==> src/rtl/cfg_cap_walker.sv <==
module cfg_cap_walker #(
  parameter int MAX_HOPS = 48,
  parameter logic [7:0] TARGET_ID = 8'h10
) (
  input  logic        clk,
  input  logic        rst_n,
  input  logic        start,
  output logic        rd_req,
  output logic [5:0]  rd_addr,
  input  logic        rd_valid,
  input  logic [31:0] rd_data,
  output logic        done,
  output logic        found,
  output logic        error,
  output logic [7:0]  cap_base,
  output logic [3:0]  max_speed,
  output logic [5:0]  max_width,
  output logic        max_width_ok,
  output logic [3:0]  cur_speed,
  output logic [5:0]  cur_width,
  output logic        cur_width_ok
);
  localparam int HOP_W = $clog2(MAX_HOPS + 1);
  localparam logic [5:0] STAT_DW = 6'd1;
  localparam logic [5:0] PTR_DW  = 6'd13;

  typedef enum logic [2:0] {S_IDLE, S_STAT, S_PTR, S_HDR, S_LCAP, S_LSTS} st_t;

  st_t              state;
  logic [7:0]       base;
  logic [HOP_W-1:0] hops;

  logic [7:0] ptr_in, nxt_in, id_in;
  logic       unused_bits;
  assign ptr_in      = {rd_data[7:2], 2'b00};
  assign id_in       = rd_data[7:0];
  assign nxt_in      = {rd_data[15:10], 2'b00};
  assign unused_bits = ^{rd_data[31:26], rd_data[9:8]};

  assign max_width_ok = max_width inside {6'd1, 6'd2, 6'd4, 6'd8, 6'd12, 6'd16, 6'd32};
  assign cur_width_ok = cur_width inside {6'd1, 6'd2, 6'd4, 6'd8, 6'd12, 6'd16, 6'd32};

  always_ff @(posedge clk) begin
    if (!rst_n) begin
      state <= S_IDLE;
      rd_req <= 1'b0;
      rd_addr <= '0;
      base <= '0;
      hops <= '0;
      done <= 1'b0;
      found <= 1'b0;
      error <= 1'b0;
      cap_base <= '0;
      max_speed <= '0;
      max_width <= '0;
      cur_speed <= '0;
      cur_width <= '0;
    end else begin
      rd_req <= 1'b0;
      done <= 1'b0;
      case (state)
        S_IDLE: if (start) begin
          found <= 1'b0;
          error <= 1'b0;
          cap_base <= '0;
          max_speed <= '0;
          max_width <= '0;
          cur_speed <= '0;
          cur_width <= '0;
          state <= S_STAT;
          rd_req <= 1'b1;
          rd_addr <= STAT_DW;
        end
        S_STAT: if (rd_valid) begin
          if (rd_data[20]) begin
            state <= S_PTR;
            rd_req <= 1'b1;
            rd_addr <= PTR_DW;
          end else begin
            state <= S_IDLE;
            done <= 1'b1;
          end
        end
        S_PTR: if (rd_valid) begin
          if (ptr_in == 8'h00) begin
            state <= S_IDLE;
            done <= 1'b1;
          end else begin
            base <= ptr_in;
            hops <= '0;
            state <= S_HDR;
            rd_req <= 1'b1;
            rd_addr <= ptr_in[7:2];
          end
        end
        S_HDR: if (rd_valid) begin
          if (id_in == TARGET_ID) begin
            state <= S_LCAP;
            rd_req <= 1'b1;
            rd_addr <= base[7:2] + 6'd3;
          end else if (nxt_in == 8'h00) begin
            state <= S_IDLE;
            done <= 1'b1;
          end else if (hops == HOP_W'(MAX_HOPS - 1)) begin
            error <= 1'b1;
            state <= S_IDLE;
            done <= 1'b1;
          end else begin
            hops <= hops + 1'b1;
            base <= nxt_in;
            rd_req <= 1'b1;
            rd_addr <= nxt_in[7:2];
          end
        end
        S_LCAP: if (rd_valid) begin
          max_speed <= rd_data[3:0];
          max_width <= rd_data[9:4];
          state <= S_LSTS;
          rd_req <= 1'b1;
          rd_addr <= base[7:2] + 6'd4;
        end
        S_LSTS: if (rd_valid) begin
          cur_speed <= rd_data[19:16];
          cur_width <= rd_data[25:20];
          cap_base <= base;
          found <= 1'b1;
          state <= S_IDLE;
          done <= 1'b1;
        end
        default: state <= S_IDLE;
      endcase
    end
  end

  a_r1_first_read: assert property (@(posedge clk) disable iff (!rst_n)
    (state == S_IDLE && start) |=> (rd_req && rd_addr == STAT_DW));
  a_r2_idle_quiet: assert property (@(posedge clk) disable iff (!rst_n)
    (state == S_IDLE) |-> !rd_req);
  a_r5_base_aligned: assert property (@(posedge clk) disable iff (!rst_n)
    found |-> (cap_base[1:0] == 2'b00 && cap_base != 8'h00));
  a_r8_exclusive: assert property (@(posedge clk) disable iff (!rst_n)
    done |-> !(found && error));
  a_r8_hop_bound: assert property (@(posedge clk) disable iff (!rst_n)
    hops < HOP_W'(MAX_HOPS));
  a_r9_req_single: assert property (@(posedge clk) disable iff (!rst_n)
    rd_req |=> !rd_req);
  a_r9_done_pulse: assert property (@(posedge clk) disable iff (!rst_n)
    done |=> !done);
  a_r9_done_after_valid: assert property (@(posedge clk) disable iff (!rst_n)
    done |-> $past(rd_valid));
endmodule

==> config.mk <==
export PLATFORM = sky130hd
export DESIGN_NAME = cfg_cap_walker
export DESIGN_NICKNAME = d
export VERILOG_FILES = /design/src/rtl/cfg_cap_walker.sv
export SDC_FILE = /design/constraint.sdc
export NUM_CORES = 1
export LEC_CHECK = 0
export CORE_ASPECT_RATIO = 1.2
export CORE_MARGIN = 2
export CORE_UTILIZATION = 48
export CTS_CLUSTER_SIZE = 16
export DETAILED_ROUTE_END_ITERATION = 8
export PLACE_DENSITY_LB_ADDON = 0.2
export SLEW_MARGIN = 25
export SYNTH_ARGS = -nofsm -noshare
export SYNTH_HDL_FRONTEND = slang
export SYNTH_SLANG_ARGS = --single-unit
==> constraint.sdc <==
create_clock -name clk -period 2.34 [get_ports clk]
set_clock_uncertainty 0.05 [all_clocks]
set_input_delay 0.351 -clock clk [delete_from_list [all_inputs] [get_ports clk]]
set_output_delay 0.351 -clock clk [all_outputs]
set_load 0.02 [all_outputs]
==> impl_metrics.py, run 1 <==
metrics = {
    "status": {
        "status": "finished clean",
    },
    "floorplanning": {
        "die_y_um": 86.6,
        "coreArea_mm2": 0.00556,
        "die-area_mm2": 0.00630,
        "rows": 30,
        "pin_count": 76,
        "start_util": 0.491,
        "fp.dieW_um": 72.8,
    },
    "synthesis": {
        "synth-edff-count": 0,
        "ys_seq_elements": 51,
        "synth_cells": 343,
        "yosysUniqueCellTypes": 57,
        "synth_area_per_cell_um2": 7.95,
        "yosysSeqAreaShare": 0.374,
        "netlist_area_mm2": 0.00273,
        "synthArstFlopShare": 0,
        "synth_ff_type": "dfxtp_1",
        "yosys_warnings": 0,
    },
    "sta": {
        "rsz0062_at_grt": "false",
        "max_freq_mhz": 457,
        "fin_hold_ws_ns": 0.405,
        "slew_violations": 0,
        "finalCritPeriodShare": 0.936,
        "tightest_slew_ns": 0.730,
        "fin_crit_ns": 2.19,
        "maxSlewHeadroom": 0.513,
        "final_hold_viol_count": 0,
        "setup_viol": 0,
    },
    "drt": {
        "drtIter0Drc": 224,
        "first_pass_iters": 5,
        "drcViolationCount": 0,
        "vias": 2973,
        "vias_per_cell": 5.93,
        "totalWireLength_mm": 8.22,
        "routedWlPerCell_um": 16.4,
        "ant_nets": 0,
    },
    "job": {
        "drv_cap": 0,
    },
    "global_route": {
        "grt-ovfl-total": 0,
        "grt_max_degree": 21,
        "antenna_found_initial": 0,
        "grt_pass1_vias": 2794,
        "grt_pass1_wl_mm": 13.4,
        "grt_usage": 0.268,
    },
    "cells_and_area": {
        "insertedDiodeCount": 0,
        "drive_gt1_frac": 0.135,
        "final_nets": 476,
        "syn2layout_area_growth_pct": 38.6,
    },
    "clock_tree": {
        "cts.sinks": 51,
        "cts_buffers": 5,
        "cts_buffer_depth": 2,
        "clkSlewWorstSetupHoldPaths_ns": 0.10,
        "cts_root_buf": "clkbuf_8",
        "clock_latency_ns": 0.30,
        "post_cts_buffers": 0,
        "htree_num_levels": 2,
        "cts_hold_repair.buffers": 0,
        "cts_tree": "built",
    },
    "pwr": {
        "leakagePower_nw": 1.44,
        "total_power_mw": 1.79,
        "p_per_area_mw_per_mm2": 474,
        "ir_drop_uv": 372,
    },
    "place": {
        "dp_hpwl_mm": 6.14,
        "port_buffers": 67,
        "globalplace.congestion": 0.990,
    },
    "worst_setup_path": {
        "reg2reg_depth": 5,
        "cp_max_fo": 7,
        "crit_path_end_kind": "flop",
        "arrival_ns": 2.33,
        "cp.required_ns": 2.49,
        "worstSetupPathType": "input port to flop",
        "start_kind": "input port",
    },
    "worst_hold_path": {
        "hold_class": "flop to flop",
        "min_path_cells": 2,
    },
}
[cells in the final DEF, fill, tap and decap left out, types with 4 or more instances in the layout]
cell type	netlist	routed
a21oi_1	27	27
nor3_1	7	7
o21ai_0	11	11
nor2_1	33	32
o22ai_1	4	4
a311oi_1	8	8
nand3_1	17	17
mux2i_1	6	6
clkbuf_8	0	5
a22oi_1	17	17
buf_4	2	42
nand2_1	45	45
a31oi_1	9	9
dfxtp_1	51	51
or3_1	4	4
inv_1	8	8
clkdlybuf4s50_1	0	65
nand2b_1	6	6
nor4_1	4	4
[flip-flops by register name (all words and copies together) (netlist names)]
| name | cells |
|---|---|
| cur_width | 6 |
| base | 6 |
| rd_req | 1 |
| rd_addr | 6 |
| state | 3 |
| error | 1 |
| found | 1 |
| max_speed | 4 |
| cap_base | 6 |
| cur_speed | 4 |
| max_width | 6 |
| hops | 6 |
| done | 1 |
[kinds of logic after synthesis]
kind of cell             synth area share
other                             0.00138
XOR/XNOR                           0.0193
adder cells (fa/ha/maj)            0.0138
buffers and inverters              0.0509
multiplexers                       0.0262
AND/OR/NAND/NOR                     0.257
AO/OA/AOI/OAI                       0.257
flip-flops                          0.374
[critical path, cell delays in order]
cell             delay [ns]
clkdlybuf4s50_1        0.45
buf_4                  0.16
nor4_1                 0.40
nand2_1                0.15
o32a_1                 0.32
and2_1                 0.22
o221a_2                0.28
[routing by layer]
layer / GRT usage / part of all wire / vias to the layer above / wire, um
li1: - / - / 1452 / -
met1: 0.341 / 0.42 / 1365 / 3440
met2: 0.447 / 0.48 / 130 / 3960
met3: 0.0453 / 0.071 / 26 / 582
met4: 0.106 / 0.029 / 0 / 239
met5: 0 / 0 / - / 0
[power breakdown]
group	leakage, nW	switching, mW	total, mW	internal (mW)
combinational	0.979	0.196	0.376	0.180
clock	0.0440	0.289	0.494	0.205
sequential	0.413	0.0317	0.922	0.890
[Yosys cell counts (3+ instances only)]
master	n	area share
o22ai_1	4	0.0092
a21oi_1	27	0.050
nor4_1	4	0.0092
nand3_1	17	0.031
or4_1	3	0.0083
nor2_1	33	0.045
o21ai_0	11	0.020
nor3_1	7	0.013
buf_2	6	0.011
inv_1	8	0.011
dfxtp_1	51	0.37
a211oi_1	3	0.0083
and2_1	3	0.0069
a22oi_1	17	0.047
nand2b_1	6	0.014
o211a_1	3	0.011
nor2b_1	3	0.0069
clkbuf_1	14	0.019
ha_1	3	0.014
or3_1	4	0.0092
a31oi_1	9	0.021
xor2_1	3	0.0096
nand2_1	45	0.062
a311oi_1	8	0.026
xnor2_1	3	0.0096
mux2i_1	6	0.022
[area by class of cell]
cell class | instances | area [um^2]
Inverter | 8 | 30.0
Tap cell | 64 | 80.1
Fill cell | 494 | 1780
Clock inverter | 2 | 13.8
Multi-Input combinational cell | 262 | 1580
Sequential cell | 51 | 1020
Clock buffer | 5 | 68.8
Timing Repair Buffer | 109 | 987
[through the flow]
stage,instances,setup TNS [ns],instance area (um^2),worst slack (ns),utilization
CTS,501,0,3770,0.0710,0.679
floorplan,344,0,2730,0.390,-
global placement,494,-0.754,3690,-0.0865,0.664
finish,501,0,3780,0.151,0.680
global route,501,0,3780,0.00380,0.680
detailed placement,494,-1.16,3690,-0.150,0.664
[final timing paths]
path,slack [ns],to,startpoint
setup / recovery,0.15,rd_addr[2],rd_data[4]
hold reg to reg,0.40,max_speed[1],max_speed[1]
setup reg to reg,0.24,rd_addr[2],state[0]
hold / removal,0.40,max_speed[1],max_speed[1]
[timing repair]
| item | CTS | global route |
|---|---|---|
| gates cloned | 0 | 0 |
| endpoints found under the setup margin | 1 | 3 |
| gates resized for setup | 1 | 2 |
Power figures use the tool's default switching activity.
==> run 2: changes to the inputs <==
--- a/config.mk
+++ b/config.mk
@@ -15,3 +15,4 @@
 export SYNTH_ARGS = -nofsm -noshare
 export SYNTH_HDL_FRONTEND = slang
 export SYNTH_SLANG_ARGS = --single-unit
+export TNS_END_PERCENT = 20
==> results of run 2 <==
No change in the layout: final DEF, timing and power equal those of run 1.
==> run 3: changes to the inputs <==
--- a/config.mk
+++ b/config.mk
@@ -6,10 +6,11 @@
 export NUM_CORES = 1
 export LEC_CHECK = 0
 export CORE_ASPECT_RATIO = 1.2
-export CORE_MARGIN = 2
-export CORE_UTILIZATION = 48
+export CORE_MARGIN = 1
+export CORE_UTILIZATION = 53
 export CTS_CLUSTER_SIZE = 16
 export DETAILED_ROUTE_END_ITERATION = 8
+export DONT_BUFFER_PORTS = 1
 export PLACE_DENSITY_LB_ADDON = 0.2
 export SLEW_MARGIN = 25
 export SYNTH_ARGS = -nofsm -noshare
==> run 3 against run 2 <==
Sequential share of layout area is 8.0 points higher. Critical endpoint unchanged. Critical path depth is 2 lower. Via count is 13% lower. Critical path type is now flop to flop. Wire length is 15% lower. Combinational power is 39% lower. Sequential power is 1% higher. Non-clock buffer count is 95 lower. Hold slack worse by 0.29 ns. Final area is 23% lower.
==> impl_metrics.py, run 3 (synthesis results as in run 1) <==
metrics = {
    "status": {
        "status": "finished clean",
    },
    "cells_and_area": {
        "final_common_cell": "dfxtp_1",
        "final_cell_mix": "dfxtp_1, nand2_1, nor2_1",
        "final_area_mm2": 0.00292,
        "insertedDiodeCount": 0,
        "drive_gt1_frac": 0.0906,
        "syn2layout_area_growth_pct": 6.93,
        "final_nets": 381,
    },
    "clock_tree": {
        "cts.sinks": 51,
        "cts_tree": "built",
        "post_cts_buffers": 0,
        "cts_root_buf": "clkbuf_8",
        "clock_latency_ns": 0.31,
        "htree_num_levels": 2,
        "cts_buffer_depth": 2,
        "clkSlewWorstSetupHoldPaths_ns": 0.09,
        "cts_buffers": 5,
    },
    "pwr": {
        "power.internal_mw": 1.29,
        "p_per_area_mw_per_mm2": 605,
        "leakagePower_nw": 1.04,
        "p_switching_mw": 0.469,
        "pwr-share-comb": 0.130,
        "pwr-share-seq": 0.529,
        "p_sw_frac": 0.266,
        "ir_drop_uv": 301,
        "total_power_mw": 1.76,
        "clock_power_share": 0.341,
    },
    "sta": {
        "maxSlewHeadroom": 0.565,
        "fin_crit_ns": 2.22,
        "max_freq_mhz": 450,
        "setup_viol": 0,
        "finalCritPeriodShare": 0.950,
        "final.setup.worst_slack_ns": 0.116,
        "tightest_slew_ns": 0.644,
        "slew_violations": 0,
        "rsz0062_at_grt": "false",
        "setup_tns_ns": 0,
        "final_hold_viol_count": 0,
        "fin_hold_ws_ns": 0.111,
    },
    "worst_setup_path": {
        "cp_max_fo": 17,
        "reg2reg_to": "rd_addr[2]",
        "r2r_setup_slack_ns": 0.12,
        "crit_path_end_kind": "flop",
        "arrival_ns": 2.44,
        "reg2reg_depth": 5,
        "slowest_stage": "nor4b_1",
        "rr_startpoint": "state[2]",
        "path_cells": "nor4b_1 -> a21o_1 -> o32a_1 -> and2_1 -> o221a_2",
        "worstSetupPathType": "flop to flop",
        "cp.required_ns": 2.55,
        "start_kind": "flop",
        "critPathMaxStageDelay_ns": 0.62,
    },
    "place": {
        "port_buffers": 0,
        "globalplace.congestion": 0.914,
        "post-place-ws_ns": 0.131,
        "dp_hpwl_mm": 5.10,
        "dpl_cell_area_mm2": 0.00280,
    },
    "drt": {
        "drtIter0Drc": 255,
        "drcViolationCount": 0,
        "ant_nets": 0,
        "first_pass_iters": 4,
        "vias_per_cell": 6.43,
        "routedWlPerCell_um": 17.5,
        "totalWireLength_mm": 7.02,
        "vias": 2586,
    },
    "floorplanning": {
        "rows": 28,
        "fp.dieW_um": 67.5,
        "pin_count": 76,
        "start_util": 0.552,
        "die-area_mm2": 0.00544,
        "coreArea_mm2": 0.00494,
        "die_y_um": 80.6,
    },
    "worst_hold_path": {
        "hold_class": "input port to flop",
        "min-delay-start": "rst_n",
        "min_to": "state[0]",
        "min_path_cells": 1,
    },
    "global_route": {
        "antenna_found_initial": 0,
        "grt_pass1_wl_mm": 11.0,
        "grt_usage": 0.269,
        "grt_pass1_vias": 2275,
        "grt_max_degree": 28,
        "grt-ovfl-total": 0,
    },
    "job": {
        "drv_cap": 0,
    },
}
run 3: stage by stage:
step,utilization,cells
final,0.590,402
after global routing,0.590,402
after CTS,0.589,402
after detailed placement,0.567,395
after global placement,0.567,395
after floorplan,-,344
run 3: power by group through the flow:
| stage | Combinational (mW) | Sequential [mW] | Clock [mW] |
|---|---|---|---|
| 3_5_place_dp | 0.226 | 0.953 | 0 |
| 5_1_grt | 0.256 | 0.936 | 0.641 |
| 6_report | 0.229 | 0.933 | 0.600 |
| 2_1_floorplan | 0.185 | 0.941 | 0 |
| 3_3_place_gp | 0.223 | 0.953 | 0 |
| 4_1_cts | 0.226 | 0.933 | 0.619 |
run 3: layout make-up:
class | instances | area, um^2
tap | 60 | 75.1
clock buffer | 5 | 68.8
timing repair buffer | 14 | 105
sequential | 51 | 1020
multi-input combinational | 262 | 1580
fill | 486 | 2020
clock inverter | 2 | 37.5
inverter | 8 | 30.0
run 3: critical path, delay by kind of cell (launching register included):
family | cells | cell delay, ns
and+or+nand+nor | 2 | 0.95
AOI/OAI and AO/OA | 3 | 0.70
DFF | 1 | 0.48
run 3: how the worst max path moves through the flow:
stage / startpoint / end / slack, ns
final: state[2] / rd_addr[2] / 0.12
after global routing: state[2] / rd_addr[0] / 0.009
after CTS: hops[0] / base[2] / 0.12
after detailed placement: hops[0] / base[2] / 0.13
after global placement: hops[0] / base[2] / 0.21
after floorplan: rd_data[3] / hops[2] / 0.39
run 3: timing repair:
action | 4_1_cts | 5_1_grt
endpoints found under the hold margin | 0 | 0
hold buffers | 0 | 0
resized for setup | 0 | 1
endpoints found under the setup margin | 0 | 7
run 3: routing by layer:
layer  up-vias  wire [um]  GRT usage
met5         -          0          0
met4         0        187      0.111
met3        18        575     0.0639
met2       101       3310      0.420
met1      1214       2950      0.348
li1       1253          -          -
